[config.mk]
export PLATFORM = sky130hd
export DESIGN_NAME = mvu_market_vector
export DESIGN_NICKNAME = d
export VERILOG_FILES = /design/src/rtl/mv_pkg.sv /design/src/rtl/mv_ctrl.sv /design/src/rtl/mv_datapath.sv /design/src/rtl/mvu_market_vector.sv
export SDC_FILE = /design/constraint.sdc
export NUM_CORES = 2
export LEC_CHECK = 0
export CAP_MARGIN = 20
export CORE_MARGIN = 2
export CORE_UTILIZATION = 25
export CTS_BUF_LIST = sky130_fd_sc_hd__clkbuf_16
export DETAILED_ROUTE_END_ITERATION = 16
export DONT_BUFFER_PORTS = 1
export PLACE_DENSITY = 0.37
export SYNTH_ARGS = -nofsm -noshare
export SYNTH_HDL_FRONTEND = slang
export SYNTH_HIERARCHICAL = 1
export SYNTH_SLANG_ARGS = --single-unit
[constraint.sdc]
create_clock -name clk -period 30.6 [get_ports clk]
set_clock_uncertainty 0.2 [all_clocks]
set_input_delay 3.06 -clock clk [delete_from_list [all_inputs] [get_ports clk]]
set_output_delay 3.06 -clock clk [all_outputs]
set_load 0.02 [all_outputs]
[src/rtl/mv_pkg.sv]
package mv_pkg;
    typedef enum logic [1:0] {
        ST_IDLE = 2'd0,
        ST_PASS = 2'd1,
        ST_MAC  = 2'd2
    } mv_state_t;
endpackage

[src/rtl/mv_ctrl.sv]
module mv_ctrl #(
    parameter int NS = 4,
    localparam int IW = (NS > 1) ? $clog2(NS) : 1
) (
    input  logic          clk,
    input  logic          rst_n,
    input  logic          start,
    input  logic          sel_rel,
    input  logic          sel_net,
    output logic          busy,
    output logic          err,
    output logic          emit,
    output logic          mac_en,
    output logic          net_q,
    output logic          last_row,
    output logic [IW-1:0] row,
    output logic [IW-1:0] col
);
    import mv_pkg::*;

    localparam logic [IW-1:0] LASTI = IW'(NS - 1);

    mv_state_t state;
    logic      err_q;

    // State register and counters
    always_ff @(posedge clk) begin
        if (!rst_n) begin
            state <= ST_IDLE;
            row   <= '0;
            col   <= '0;
            net_q <= 1'b0;
            err_q <= 1'b0;
        end else begin
            err_q <= 1'b0;
            unique case (state)
                ST_IDLE: begin
                    if (start) begin
                        if (sel_rel && sel_net) begin
                            err_q <= 1'b1;
                        end else begin
                            row   <= '0;
                            col   <= '0;
                            net_q <= sel_net;
                            state <= sel_rel ? ST_MAC : ST_PASS;
                        end
                    end
                end
                ST_PASS: begin
                    row <= row + IW'(1);
                    if (row == LASTI) state <= ST_IDLE;
                end
                ST_MAC: begin
                    if (col == LASTI) begin
                        col <= '0;
                        row <= row + IW'(1);
                        if (row == LASTI) state <= ST_IDLE;
                    end else begin
                        col <= col + IW'(1);
                    end
                end
                default: state <= ST_IDLE;
            endcase
        end
    end

    // Outputs decoded from state
    always_comb begin
        busy     = 1'b0;
        emit     = 1'b0;
        mac_en   = 1'b0;
        unique case (state)
            ST_IDLE: ;
            ST_PASS: begin
                busy = 1'b1;
                emit = 1'b1;
            end
            ST_MAC: begin
                busy   = 1'b1;
                mac_en = 1'b1;
                emit   = (col == LASTI);
            end
            default: ;
        endcase
        last_row = (row == LASTI);
        err      = err_q;
    end
endmodule

[src/rtl/mv_datapath.sv]
module mv_datapath #(
    parameter int NS   = 4,
    parameter int W    = 32,
    parameter int FRAC = 16,
    localparam int IW  = (NS > 1) ? $clog2(NS) : 1,
    localparam int DW  = 2 * W
) (
    input  logic              clk,
    input  logic              rst_n,
    input  logic [NS*W-1:0]   price_h,
    input  logic [NS*W-1:0]   price_now,
    input  logic [NS*NS*W-1:0] kmat,
    input  logic [IW-1:0]     row,
    input  logic [IW-1:0]     col,
    input  logic              mac_en,
    input  logic              emit,
    input  logic              net_q,
    input  logic              last_row,
    output logic              out_valid,
    output logic [W-1:0]      out_data,
    output logic              out_last
);
    localparam logic signed [DW-1:0] HI = {{(W+1){1'b0}}, {(W-1){1'b1}}};
    localparam logic signed [DW-1:0] LO = {{(W+1){1'b1}}, {(W-1){1'b0}}};

    function automatic logic [W-1:0] clip(input logic signed [DW-1:0] v);
        if (v > HI)      return HI[W-1:0];
        else if (v < LO) return LO[W-1:0];
        else             return v[W-1:0];
    endfunction

    logic signed [W-1:0]  acc;
    logic signed [W-1:0]  k_el, pc_el, pr_el, pn_el;
    logic signed [DW-1:0] prod, prod_sh, sum_w, diff_w;
    logic [W-1:0]         sum_sat, diff_sat;

    always_comb begin
        k_el     = kmat[(int'(row) * NS + int'(col)) * W +: W];
        pc_el    = price_h[int'(col) * W +: W];
        pr_el    = price_h[int'(row) * W +: W];
        pn_el    = net_q ? price_now[int'(row) * W +: W] : '0;
        prod     = DW'(k_el) * DW'(pc_el);
        prod_sh  = prod >>> FRAC;
        sum_w    = DW'(acc) + prod_sh;
        sum_sat  = clip(sum_w);
        diff_w   = DW'(pr_el) - DW'(pn_el);
        diff_sat = clip(diff_w);
    end

    always_ff @(posedge clk) begin
        if (!rst_n) begin
            acc       <= '0;
            out_valid <= 1'b0;
            out_data  <= '0;
            out_last  <= 1'b0;
        end else begin
            out_valid <= emit;
            out_last  <= emit && last_row;
            if (emit) out_data <= mac_en ? sum_sat : diff_sat;
            if (mac_en) acc <= emit ? '0 : sum_sat;
        end
    end
endmodule

[src/rtl/mvu_market_vector.sv]
module mvu_market_vector #(
    parameter int NS   = 4,
    parameter int W    = 32,
    parameter int FRAC = 16,
    localparam int IW  = (NS > 1) ? $clog2(NS) : 1
) (
    input  logic               clk,
    input  logic               rst_n,
    input  logic               start,
    input  logic               sel_rel,
    input  logic               sel_net,
    input  logic [NS*W-1:0]    price_h,
    input  logic [NS*W-1:0]    price_now,
    input  logic [NS*NS*W-1:0] kmat,
    output logic               busy,
    output logic               out_valid,
    output logic [W-1:0]       out_data,
    output logic               out_last,
    output logic               err
);
    logic          emit, mac_en, net_q, last_row;
    logic [IW-1:0] row, col;

    mv_ctrl #(.NS(NS)) u_ctrl (
        .clk(clk), .rst_n(rst_n), .start(start),
        .sel_rel(sel_rel), .sel_net(sel_net),
        .busy(busy), .err(err), .emit(emit), .mac_en(mac_en),
        .net_q(net_q), .last_row(last_row), .row(row), .col(col)
    );

    mv_datapath #(.NS(NS), .W(W), .FRAC(FRAC)) u_dp (
        .clk(clk), .rst_n(rst_n),
        .price_h(price_h), .price_now(price_now), .kmat(kmat),
        .row(row), .col(col), .mac_en(mac_en), .emit(emit),
        .net_q(net_q), .last_row(last_row),
        .out_valid(out_valid), .out_data(out_data), .out_last(out_last)
    );
endmodule

# == After elaboration in Yosys (flattened, before gate mapping) ==
# Index checks and enable logic that the tools add are counted.
# word_totals
in_bits,773
elab_cells,65
ff_bits,74
# op_classes
addsub,5
shifts,4
eq_ne,7
n_reduce_logical,11
n_lt_le_gt_ge,4
bitwise,1
multipliers,1
mux,23
# ops
op,count
variable part select 512 x 11 -> 32 bit,1
variable part select 128 x 8 -> 32 bit,3
2-to-1 mux 32 bit,7
"greater-than comparator 64 x 32 -> 1 bit, second input constant",2
"less-than comparator 64 x 32 -> 1 bit, second input constant",2
multiplier 32 x 32 -> 64 bit,1
adder 32 x 48 -> 49 bit,1
subtractor 32 x 32 -> 33 bit,1
2-to-1 mux 2 bit,9
case mux 2 bit (3 select lines),2
AND reduction 3 bit,4
"equality test 2 bit, second input constant",3
adder 4 x 2 -> 5 bit,1
"adder 2 x 1 -> 2 bit, second input constant",2
"!= test 2 bit, second input constant",2
case mux 2 bit (2 select lines),1
AND reduction 4 bit,1
2-to-1 mux 1 bit,3
nonzero test 3 bit,1
"equality test 2 x 1 -> 1 bit, second input constant",1
logical AND 1 bit,2
zero test 2 bit,1
"!= test 2 x 1 -> 1 bit, second input constant",1
case mux 1 bit (2 select lines),1
other kinds (3),3

# == Longest topological paths before layout ==
# depth
ltp_word,8
mapped_depth,54

# == Modules after synthesis ==
# Netlist, hierarchy kept.
# by_module_without_submodules
mod,instances,cells_per_inst,area_per_inst_um2
mv_datapath,1,5361,48661.7
mv_ctrl,1,51,465.4

# == Least setup slack after synthesis ==
# Ideal clock, no wire load.
# synth_path
kind,input to register
from,in kmat[370]
to,reg u_dp.out_data[23]
t_required_ns,30.263
arrival_time_ns,14.296
setup_slack_ns,15.967
n_path_buf,2
stages,44
setup_time_ns,0.137
path_cell_list,mux4_2 mux2_2 o21ai_1 clkbuf_1 nor2_1 ha_1 fa_1 inv_1 fa_1 fa_1 inv_1 fa_1 inv_1 fa_1 inv_1 fa_1 fa_1 ha_1 [... 8 more ...] o21a_1 o21ai_0 a21oi_1 xnor2_1 ha_1 a21oi_1 o211ai_1 a21boi_0 o21ai_0 a211o_1 a21o_1 nor4_1 o21ai_0 nor4_1 nand4_1 a21boi_0 clkbuf_1 a31oi_1
# synth_between
elab_chain_cells,7
elab_cells_between_ends,8
cone_classes,add/sub: 1; mul: 1; order compare: 2; shift: 1; mux: 3
# synth_rtl
element,line_no,source
from (decl),mvu_market_vector.sv:14,"input logic [NS*NS*W-1:0] kmat,"
variable part select 512 x 11 -> 32 bit (*),mv_datapath.sv:38,k_el = kmat[(int'(row) * NS + int'(col)) * W +: W];
multiplier 32 x 32 -> 64 bit (*),mv_datapath.sv:42,prod = DW'(k_el) * DW'(pc_el);
adder 32 x 48 -> 49 bit (*),mv_datapath.sv:44,sum_w = DW'(acc) + prod_sh;
less-than comparator 64 x 32 -> 1 bit,mv_datapath.sv:28,else if (v < LO) return LO[W-1:0];
2-to-1 mux 32 bit,mv_datapath.sv:28,
2-to-1 mux 32 bit (*),mv_datapath.sv:27,if (v > HI) return HI[W-1:0];
2-to-1 mux 32 bit (*),mv_datapath.sv:59,if (emit) out_data <= mac_en ? sum_sat : diff_sat;
to (signal assigned),mv_datapath.sv:59,
to (decl),mv_datapath.sv:20,"output logic [W-1:0] out_data,"
# Mark *: on every way between the ends. The rest lies on a longest branch, timed or not.
# A chain may end at the register's enable or synchronous reset.

# == Worst setup path after layout ==
# layout_path
from,in kmat[239]
to,reg u_dp.acc[0]
# layout_between
elab_chain_cells,7
elab_cells_between_ends,8
cone_classes,add/sub: 1; mul: 1; order compare: 2; shift: 1; mux: 3
# layout_rtl
element,line_no,source
variable part select 512 x 11 -> 32 bit (*),mv_datapath.sv:38,
multiplier 32 x 32 -> 64 bit (*),mv_datapath.sv:42,
adder 32 x 48 -> 49 bit (*),mv_datapath.sv:44,
less-than comparator 64 x 32 -> 1 bit,mv_datapath.sv:28,
2-to-1 mux 32 bit,mv_datapath.sv:28,
2-to-1 mux 32 bit (*),mv_datapath.sv:27,
2-to-1 mux 32 bit (*),mv_datapath.sv:60,if (mac_en) acc <= emit ? '0 : sum_sat;
to (signal assigned),mv_datapath.sv:60,
to (decl),mv_datapath.sv:32,logic signed [W-1:0] acc;
# Marked as above.

==> impl_metrics.ini <==
[logic_synthesis]
yosysSeqAreaShare_pct = 3.015
ys.flop_type = dfxtp_1
yosysTopAreaCell = fa_1
avgSynthCellArea_sq_um = 9.077
synth-edff-count = 0
syn-instance-count = 5412
synth.area.top_cells = fa_1 44%, mux4_2 9.2%, inv_1 7.8%
synth.cell_area_sq_um = 49130
synth_fp_nets = 7539
synth-seq-cells = 74
ys_warn_count = 6
synth_top_area_share_pct = 44.13
async_flop_share_pct = 0
ys_types = 76

[setup_path]
crit_slowest_cell = a2111oi_0
critPathCaptureType = register
reg2regPathDepth = 48
cpPeakStageDelay_ns = 0.78
critPathLaunchType = primary input
cp.arrival_ns = 16.55
crit_fanout = 30
cpMostUsedCell = fa_1
crit_required_ns = 30.61
worst-setup-path-type = in2reg

[routing]
wl_per_cell_um = 32.05
drcViolationCount = 0
first_pass_iters = 8
viasPerCell = 5.061
wl_mm = 256.4
vias = 40500
drtIter0Drc = 3078
antenna_left = 0

[placement]
hpwl_mm = 219.0
port_buffers = 0
postPlaceCellArea_sq_um = 52490
globalplace.congestion = 1.109
dp_slack_ns = 13.73

[grt]
grt_pass1_vias = 41660
grt.overflow.total = 0
grtUsageTotal_pct = 25.33
grt_first_pass_wirelength_mm = 349.5
antenna_found_initial = 151
grt_max_degree = 72

[cts]
hold_buffers = 0
cts_tree = built
cts_htree_levels = 3
clkLatencyLatePin_ns = 0.36
postCtsSetupBuffers = 0
cts_buffers = 9
cts.sinks = 74
cts.path.max_buffers = 2
cts-root-buf = clkbuf_16
postCtsResizedCells = 0
clk_pin_slew_ns = 0.07

[sta]
max_freq_mhz = 60.44
worstMarginPinSlew_ns = 1.195
setup_viol = 0
holdWs_ns = 0.2980
slew_headroom_pct = 20.32
rsz0062_at_grt = no
min_period_ns = 16.54
setup_ws_ns = 14.06
fin_crit_sh_pct = 54.07
tns_ns = 0
hold_viol = 0
slew_violations = 0

[finish]
fin_area_sq_um = 53060
drive_gt1_share_pct = 8.968
syn2layout_area_growth_pct = 8.012
nets = 7385

[floorplan]
die_w_um = 447.3
die_area_sq_um = 200100
die_height_um = 447.3
std_cell_rows = 162
pin_count = 809
initial_utilization_pct = 25.17
core_sq_um = 195200

[worst_hold_path]
hold_depth = 2
hp-class = reg2reg

[job]
cap_violations = 0

[outcome]
status = finished, final reports clean
[sequential cells by signal, indices dropped and copies added (netlist names)]
register        count
u_ctrl/col          2
u_dp/acc           32
u_dp/out_data      32
u_dp/out_valid      1
u_ctrl/err          1
u_ctrl/net_q        1
u_dp/out_last       1
u_ctrl/state        2
u_ctrl/row          2
[per-stage QoR]
step	utilization, %	cells
global route	27.13	7961
floorplan	-	5412
finish	27.18	8001
CTS	27.04	7887
detailed placement	26.89	7871
global placement	26.89	7871
[kinds of logic after synthesis]
kind of cell	count (synthesis)	synth area share, %
AND/OR/NAND/NOR	1575	13.25
adder cells (fa/ha/maj)	1354	51.03
XOR/XNOR	125	2.229
flip-flops	74	3.015
AO/OA/AOI/OAI	643	8.547
buffers and inverters	1318	10.11
multiplexers	323	11.81
[path summary, 6_finish.rpt]
path	slack [ns]	from	end
setup / recovery	14.06	kmat[239]	u_dp/acc[0]
hold / removal	0.30	u_dp/acc[6]	u_dp/acc[6]
setup reg to reg	14.66	u_ctrl/col[0]	u_dp/acc[0]
hold reg to reg	0.30	u_dp/acc[6]	u_dp/acc[6]
[cells in the final DEF, fill, tap and decap left out, drive strengths merged, types with 14 or more instances in the layout]
| cell type | Yosys | layout |
|---|---|---|
| dfxtp | 74 | 74 |
| xnor2 | 81 | 81 |
| nor2b | 28 | 28 |
| a21o | 81 | 81 |
| o211ai | 46 | 46 |
| nor2 | 647 | 647 |
| a31oi | 33 | 33 |
| a211oi | 14 | 14 |
| nand3 | 40 | 40 |
| o21a | 71 | 71 |
| buf | 40 | 127 |
| o21ai | 151 | 151 |
| nand2 | 672 | 672 |
| mux2 | 55 | 55 |
| nand4 | 29 | 29 |
| diode | 0 | 114 |
| mux2i | 68 | 68 |
| nor3 | 26 | 26 |
| mux4 | 200 | 200 |
| and3 | 16 | 16 |
| xor2 | 44 | 44 |
| and2 | 28 | 28 |
| ha | 271 | 271 |
| o21bai | 15 | 15 |
| nand2b | 39 | 39 |
| inv | 1026 | 1033 |
| or2 | 16 | 16 |
| a21oi | 149 | 149 |
| fa | 1083 | 1083 |
[final cells by class]
type | instances | area, sq um
clock buffers | 9 | 225.2
multi-input cells | 4020 | 42900
flip-flops and latches | 74 | 1498
diodes | 114 | 285.3
repair buffers | 127 | 953.4
fillers | 20990 | 142100
well taps | 2624 | 3283
inverters | 1026 | 3851
clock inverters | 7 | 63.81
[per-layer routing]
| metal | part of all wire [%] | global-route usage, % |
|---|---|---|
| met5 | 0.20 | 0 |
| met3 | 6.7 | 4.679 |
| met4 | 6.4 | 13.86 |
| met2 | 47 | 41.68 |
| met1 | 39 | 31.33 |
[worst max-delay path, delay by kind of cell]
family	cells	cell delay, ns
and+or+nand+nor	7	1.72
AOI/OAI and AO/OA	19	4.72
muxes	2	0.96
buffers and inverters	7	1.15
xor gates and xnor gates	1	0.14
adders and majority gates	10	4.77
[synthesized netlist by cell type, types with 40 or more instances]
master and number:
fa_1 1083, inv_1 1026, nand2_1 672, nor2_1 646, ha_1 271, clkbuf_1 252
mux4_2 200, a21oi_1 148, o21ai_0 117, a21o_1 81, xnor2_1 81, dfxtp_1 74
o21a_1 71, mux2i_1 68, mux2_2 55, o211ai_1 46, xor2_1 44, nand3_1 40
Power is left out: the tool's default activity adds up to more than one toggle a clock period on the data nets, which glitch-free logic cannot reach.
